### src/rtl/prio_res_pkg.sv
package prio_res_pkg;

    localparam int DEF_LINES = 8;
    localparam int CMD_W     = 8;
    localparam int ARG_W     = 3;

    // service command codes, taken from command byte bits [7:5]
    typedef enum logic [2:0] {
        OP_ROT_OFF   = 3'd0,
        OP_EOI_TOP   = 3'd1,
        OP_IDLE      = 3'd2,
        OP_EOI_LINE  = 3'd3,
        OP_ROT_ON    = 3'd4,
        OP_EOI_TOP_R = 3'd5,
        OP_SET_BASE  = 3'd6,
        OP_EOI_LINE_R= 3'd7
    } svc_op_e;

    typedef struct packed {
        logic         fmt_ok;   // bits [4:3] clear: this command format
        svc_op_e      op;
        logic [ARG_W-1:0] arg;
    } svc_cmd_t;

    function automatic svc_cmd_t decode_cmd(input logic [CMD_W-1:0] b);
        svc_cmd_t d;
        d.fmt_ok = (b[4:3] == 2'b00);
        d.op     = svc_op_e'(b[7:5]);
        d.arg    = b[ARG_W-1:0];
        return d;
    endfunction

endpackage

### src/rtl/prio_scan.sv
// Finds the smallest relative priority set in a vector, counting from a
// rotatable base. Returns NUM_LINES as the "empty" value.
module prio_scan #(
    parameter int NUM_LINES = 8,
    localparam int LW = $clog2(NUM_LINES),
    localparam int RW = LW + 1
) (
    input  logic [NUM_LINES-1:0] vec,
    input  logic [LW-1:0]        base,
    output logic [RW-1:0]        rel
);

    logic [NUM_LINES-1:0] rot;

    for (genvar p = 0; p < NUM_LINES; p++) begin : g_rot
        assign rot[p] = vec[LW'(p + int'(base))];
    end

    always_comb begin
        rel = RW'(NUM_LINES);
        for (int p = NUM_LINES - 1; p >= 0; p--) begin
            if (rot[p]) rel = RW'(p);
        end
    end

endmodule

### src/rtl/svc_ctrl.sv
// Holds the in-service register, the priority base and the rotate flag;
// executes service commands and acknowledges.
module svc_ctrl import prio_res_pkg::*; #(
    parameter int NUM_LINES = 8,
    localparam int LW = $clog2(NUM_LINES)
) (
    input  logic                 clk,
    input  logic                 rst,
    input  logic                 cmd_valid,
    input  logic [CMD_W-1:0]     cmd_byte,
    input  logic                 ack_ok,
    input  logic [LW-1:0]        ack_line,
    input  logic                 top_hit,
    input  logic [LW-1:0]        top_line,
    output logic [NUM_LINES-1:0] isr_q,
    output logic [LW-1:0]        base_q,
    output logic                 rot_q
);

    svc_cmd_t             cmd;
    logic [NUM_LINES-1:0] clr_vec, set_vec, isr_n;
    logic [LW-1:0]        base_n, arg_l;
    logic                 rot_n;

    assign cmd   = decode_cmd(cmd_byte);
    assign arg_l = LW'(cmd.arg);

    always_comb begin
        clr_vec = '0;
        base_n  = base_q;
        rot_n   = rot_q;
        if (cmd_valid && cmd.fmt_ok) begin
            unique case (cmd.op)
                OP_ROT_OFF, OP_ROT_ON: rot_n = (cmd.op == OP_ROT_ON);
                OP_EOI_TOP, OP_EOI_TOP_R: begin
                    if (top_hit) begin
                        clr_vec[top_line] = 1'b1;
                        if (cmd.op == OP_EOI_TOP_R) base_n = top_line + LW'(1);
                    end
                end
                OP_EOI_LINE: clr_vec[arg_l] = 1'b1;
                OP_EOI_LINE_R: begin
                    clr_vec[arg_l] = 1'b1;
                    base_n         = arg_l + LW'(1);
                end
                OP_SET_BASE: base_n = arg_l + LW'(1);
                OP_IDLE: ;
            endcase
        end
    end

    always_comb begin
        set_vec = '0;
        if (ack_ok) set_vec[ack_line] = 1'b1;
        isr_n = (isr_q & ~clr_vec) | set_vec;
    end

    always_ff @(posedge clk) begin
        if (rst) begin
            isr_q  <= '0;
            base_q <= '0;
            rot_q  <= 1'b0;
        end else begin
            isr_q  <= isr_n;
            base_q <= base_n;
            rot_q  <= rot_n;
        end
    end

endmodule

### src/rtl/prio_resolver.sv
module prio_resolver import prio_res_pkg::*; #(
    parameter int NUM_LINES    = DEF_LINES,
    parameter int CASCADE_LINE = 2,
    localparam int LW = $clog2(NUM_LINES),
    localparam int RW = LW + 1
) (
    input  logic                 clk,
    input  logic                 rst,
    input  logic [NUM_LINES-1:0] pend_i,
    input  logic [NUM_LINES-1:0] mask_i,
    input  logic                 cmd_valid_i,
    input  logic [CMD_W-1:0]     cmd_i,
    input  logic                 ack_i,
    input  logic                 nested_i,
    input  logic                 primary_i,
    output logic                 irq_valid_o,
    output logic [LW-1:0]        irq_line_o,
    output logic [NUM_LINES-1:0] isr_o,
    output logic                 rot_aeoi_o
);

    logic [NUM_LINES-1:0] req_vec, isr_q, isr_eff;
    logic [LW-1:0]        base_q, win_line, top_line;
    logic [RW-1:0]        req_rel, cur_rel, top_rel;
    logic                 win, top_hit;

    assign req_vec = pend_i & ~mask_i;

    // cascade-line exclusion for the current-priority comparison
    if (CASCADE_LINE >= 0 && CASCADE_LINE < NUM_LINES) begin : g_casc
        logic [NUM_LINES-1:0] excl;
        always_comb begin
            excl = '0;
            if (nested_i && primary_i) excl[CASCADE_LINE] = 1'b1;
        end
        assign isr_eff = isr_q & ~excl;
    end else begin : g_nocasc
        assign isr_eff = isr_q;
    end

    prio_scan #(.NUM_LINES(NUM_LINES)) u_scan_req (
        .vec  (req_vec),
        .base (base_q),
        .rel  (req_rel)
    );

    prio_scan #(.NUM_LINES(NUM_LINES)) u_scan_cur (
        .vec  (isr_eff),
        .base (base_q),
        .rel  (cur_rel)
    );

    prio_scan #(.NUM_LINES(NUM_LINES)) u_scan_top (
        .vec  (isr_q),
        .base (base_q),
        .rel  (top_rel)
    );

    assign win      = (req_rel < cur_rel);
    assign win_line = req_rel[LW-1:0] + base_q;
    assign top_hit  = (top_rel != RW'(NUM_LINES));
    assign top_line = top_rel[LW-1:0] + base_q;

    svc_ctrl #(.NUM_LINES(NUM_LINES)) u_svc (
        .clk       (clk),
        .rst       (rst),
        .cmd_valid (cmd_valid_i),
        .cmd_byte  (cmd_i),
        .ack_ok    (ack_i && irq_valid_o),
        .ack_line  (irq_line_o),
        .top_hit   (top_hit),
        .top_line  (top_line),
        .isr_q     (isr_q),
        .base_q    (base_q),
        .rot_q     (rot_aeoi_o)
    );

    always_ff @(posedge clk) begin
        if (rst) begin
            irq_valid_o <= 1'b0;
            irq_line_o  <= '0;
        end else begin
            irq_valid_o <= win;
            irq_line_o  <= win ? win_line : '0;
        end
    end

    assign isr_o = isr_q;

endmodule

### config.mk
export PLATFORM = sky130hd
export DESIGN_NAME = prio_resolver
export DESIGN_NICKNAME = d
export VERILOG_FILES = /design/src/rtl/prio_res_pkg.sv /design/src/rtl/prio_scan.sv /design/src/rtl/svc_ctrl.sv /design/src/rtl/prio_resolver.sv
export SDC_FILE = /design/constraint.sdc
export NUM_CORES = 1
export LEC_CHECK = 0
export BUFFER_PORTS_ARGS = -buffer_cell sky130_fd_sc_hd__clkbuf_2
export CAP_MARGIN = 20
export CORE_UTILIZATION = 52
export DETAILED_ROUTE_END_ITERATION = 16
export GPL_ROUTABILITY_DRIVEN = 0
export PLACE_DENSITY_LB_ADDON = 0.15
export RECOVER_POWER = 100
export SLEW_MARGIN = 10
export SYNTH_ARGS = -nofsm -noshare
export SYNTH_HDL_FRONTEND = slang
export SYNTH_SLANG_ARGS = --single-unit
### constraint.sdc
create_clock -name clk -period 3.9 [get_ports clk]
set_clock_uncertainty 0.05 [all_clocks]
set_input_delay 0.39 -clock clk [delete_from_list [all_inputs] [get_ports clk]]
set_output_delay 0.39 -clock clk [all_outputs]
set_load 0.02 [all_outputs]
==> impl_metrics.ini <==
[outcome]
outcome = complete, but fails checks
violations = design-rule violations

[power_and_ir_drop]
peakVddDrop_mv = 0.3076
p_leak_nw = 1.229
power.density_mw_per_mm2 = 461.2

[placed_design]
dp_hpwl_um = 5740
numPortBuffers = 42

[timing]
fin_crit_sh = 0.9720
final.setup.tns_ns = 0
worst_pin_slew_ns = 0.5439
hold_ws_ns = 0.3684
max_slew_margin = 0.6328
final-hold-violation-count = 0
period_needed_ns = 3.791
setup_viol = 0
finalMaxSlewViolations = 0
fmax_mhz = 263.8

[yosys]
post-synth-top-area-fraction = 0.1296
yosysWarnings = 0
synth.area.top_cells = dfxtp_1, mux4_2, mux2i_1, o21ai_0, mux2_2
syn_area_sq_mm = 0.002472
synth_seq_area_share = 0.1296
synthCells = 302
ys_ff_latch = 16
syn_nets = 342
synth_edf_count = 0
yosysTopAreaCell = dfxtp_1
synthFlopType = dfxtp_1
ys_types = 70
synthArstFlopShare = 0
syn_area_per_cell_sq_um = 8.187

[floorplan]
initial_core_util = 0.5526
fp.dieH_um = 70.96
row_count = 24
pin_count = 43
die-area_sq_mm = 0.005035
core_sq_mm = 0.004474
die_x_um = 70.96

[drt]
drc = 1
route.met2.wl_um = 3487
dr.pass1.iters = 11
viasPerCell = 6.600
wl_met3_um = 582
routed_wl_um = 7601
drtIter0Drc = 244
routed.top_layer = met4
ant_nets = 0
met1_length_um = 3295
wl_per_cell_um = 18.18
vias = 2759

[global_routing]
grt_max_degree = 25
grt_pass1_vias = 2454
grt_pass1_wl_um = 11520
overflow = 0
track_usage = 0.2945
grt_antenna_before_repair = 0

[clocking]
htreeDepth = 1
root_buffer = clkbuf_8
clock_sinks = 16
clk_latency_ns = 0.25
clk_pin_slew_worst_paths_ns = 0.07
cts_hold_buffers = 0
cts_buffer_depth = 2
cts_tree = yes
cts_buffers = 3

[setup_path]
critPathRequiredTime_ns = 3.99
arrival_ns = 3.89
start_kind = flop
cp-startpoint = u_svc.base_q[0]
path_max_fanout = 6
critPathKind = reg -> reg
worstReg2RegStart = u_svc.base_q[0]
endpoint_kind = flop

[job]
drv_cap = 0

[layout]
n_fill_cell = 347
diodes = 0
drive_above_1_share = 0.3279
final_common_cell = clkbuf_2
nets = 407
final_cell_mix = clkbuf_2, buf_4, nand2_1, nor2_1, o21ai_0
synthToLayoutAreaGrowth_pct = 25.40

[worst_hold_path]
min-delay-start = cmd_i[7]
min_path_type = in -> reg
==> registers in the layout, indices dropped and copies added, names as in the netlist <==
signal,count
u_svc.isr_q,8
irq_line_o,3
u_svc.base_q,3
irq_valid_o,1
u_svc.rot_q,1
==> layout make-up <==
class,count,area (sq um),share of cell area
Sequential cell,16,325.3,0.1049
Tap cell,52,65.06,0.02098
Inverter,10,38.79,0.01251
Timing Repair Buffer,73,473.0,0.1525
Clock buffer,4,55.05,0.01776
Multi-Input combinational cell,263,2143,0.6913
==> synth_stat cells, drive strengths merged (2+ instances only) <==
| library cell | number |
|---|---|
| and2 | 6 |
| or3b | 3 |
| inv | 9 |
| ha | 8 |
| nand2 | 26 |
| mux2 | 11 |
| nand4 | 2 |
| o311ai | 4 |
| a31oi | 5 |
| and3b | 3 |
| o211ai | 7 |
| clkbuf | 5 |
| mux2i | 21 |
| a22oi | 4 |
| buf | 8 |
| a21oi | 16 |
| and3 | 2 |
| nand3b | 5 |
| a22o | 2 |
| xnor2 | 5 |
| a21o | 4 |
| nand2b | 6 |
| a211oi | 2 |
| o221ai | 3 |
| nor3b | 2 |
| o31ai | 3 |
| o21ai | 23 |
| a31o | 2 |
| fa | 2 |
| a221o | 3 |
| nor2 | 24 |
| o21a | 9 |
| a21boi | 2 |
| mux4 | 9 |
| xor2 | 2 |
| a32o | 2 |
| nand3 | 9 |
| nor3 | 6 |
| nor2b | 6 |
| dfxtp | 16 |
==> path summary, 6_finish.rpt <==
check        slack, ns  cells past startpoint        endpoint
min reg2reg       0.47                      2     u_svc.rot_q
max reg2reg       0.11                     17  u_svc.isr_q[3]
max               0.11                     17  u_svc.isr_q[3]
min               0.37                      3     u_svc.rot_q
==> through the flow <==
step	power [W]	util	instances	instance area, sq um	worst slack, ns
2_1_floorplan	0.0009016	-	302	2496	0.01069
3_3_place_gp	0.001166	0.6412	407	2869	0.03130
3_5_place_dp	0.001181	0.6412	407	2869	-0.09800
4_1_cts	0.001340	0.6549	411	2930	0.02743
5_1_grt	0.001525	0.6930	418	3100	-0.02806
6_report	0.001430	0.6930	418	3100	0.1092
==> critical path, cell delays in order (launching register included) <==
cell	delay, ns
dfxtp_4	0.38
inv_2	0.06
ha_4	0.28
buf_12	0.12
mux2i_2	0.25
mux2i_1	0.13
o221ai_2	0.33
a21oi_2	0.11
o21ai_2	0.15
a221oi_2	0.08
ha_2	0.20
fa_2	0.40
nand2_2	0.09
o22ai_1	0.08
a211oi_2	0.32
and3_4	0.27
a31oi_1	0.09
a221o_1	0.28
==> cells by family (layout without fill, tap and decap cells) <==
kind of cell,Yosys count,count (layout),share of synthesized area
muxes,41,41,0.2201
xor gates and xnor gates,7,7,0.03543
and+or+nand+nor,107,107,0.2308
DFF,16,16,0.1296
buffers and inverters,23,87,0.04706
AOI/OAI and AO/OA,98,98,0.2804
adders and majority gates,10,10,0.05668
==> where the power goes <==
group,internal (W),switching [W]
logic,0.000457,0.000545
clock network,0.0000897,0.0000624
registers,0.000201,0.0000739
total,0.000748,0.000682
==> timing repair <==
item / in CTS / in global routing
endpoints found under the setup margin: 8 / 14
pin swaps: 1 / 11
resized for setup: 2 / 28
setup buffers: 0 / 6
cloned: 0 / 1
==> per-layer routing <==
metal	global-route usage	up-vias
met5	0	-
met3	0.04416	32
li1	-	1291
met4	0.1511	0
met2	0.4669	146
met1	0.3899	1290
No activity file was read; power rests on OpenSTA's default activity.
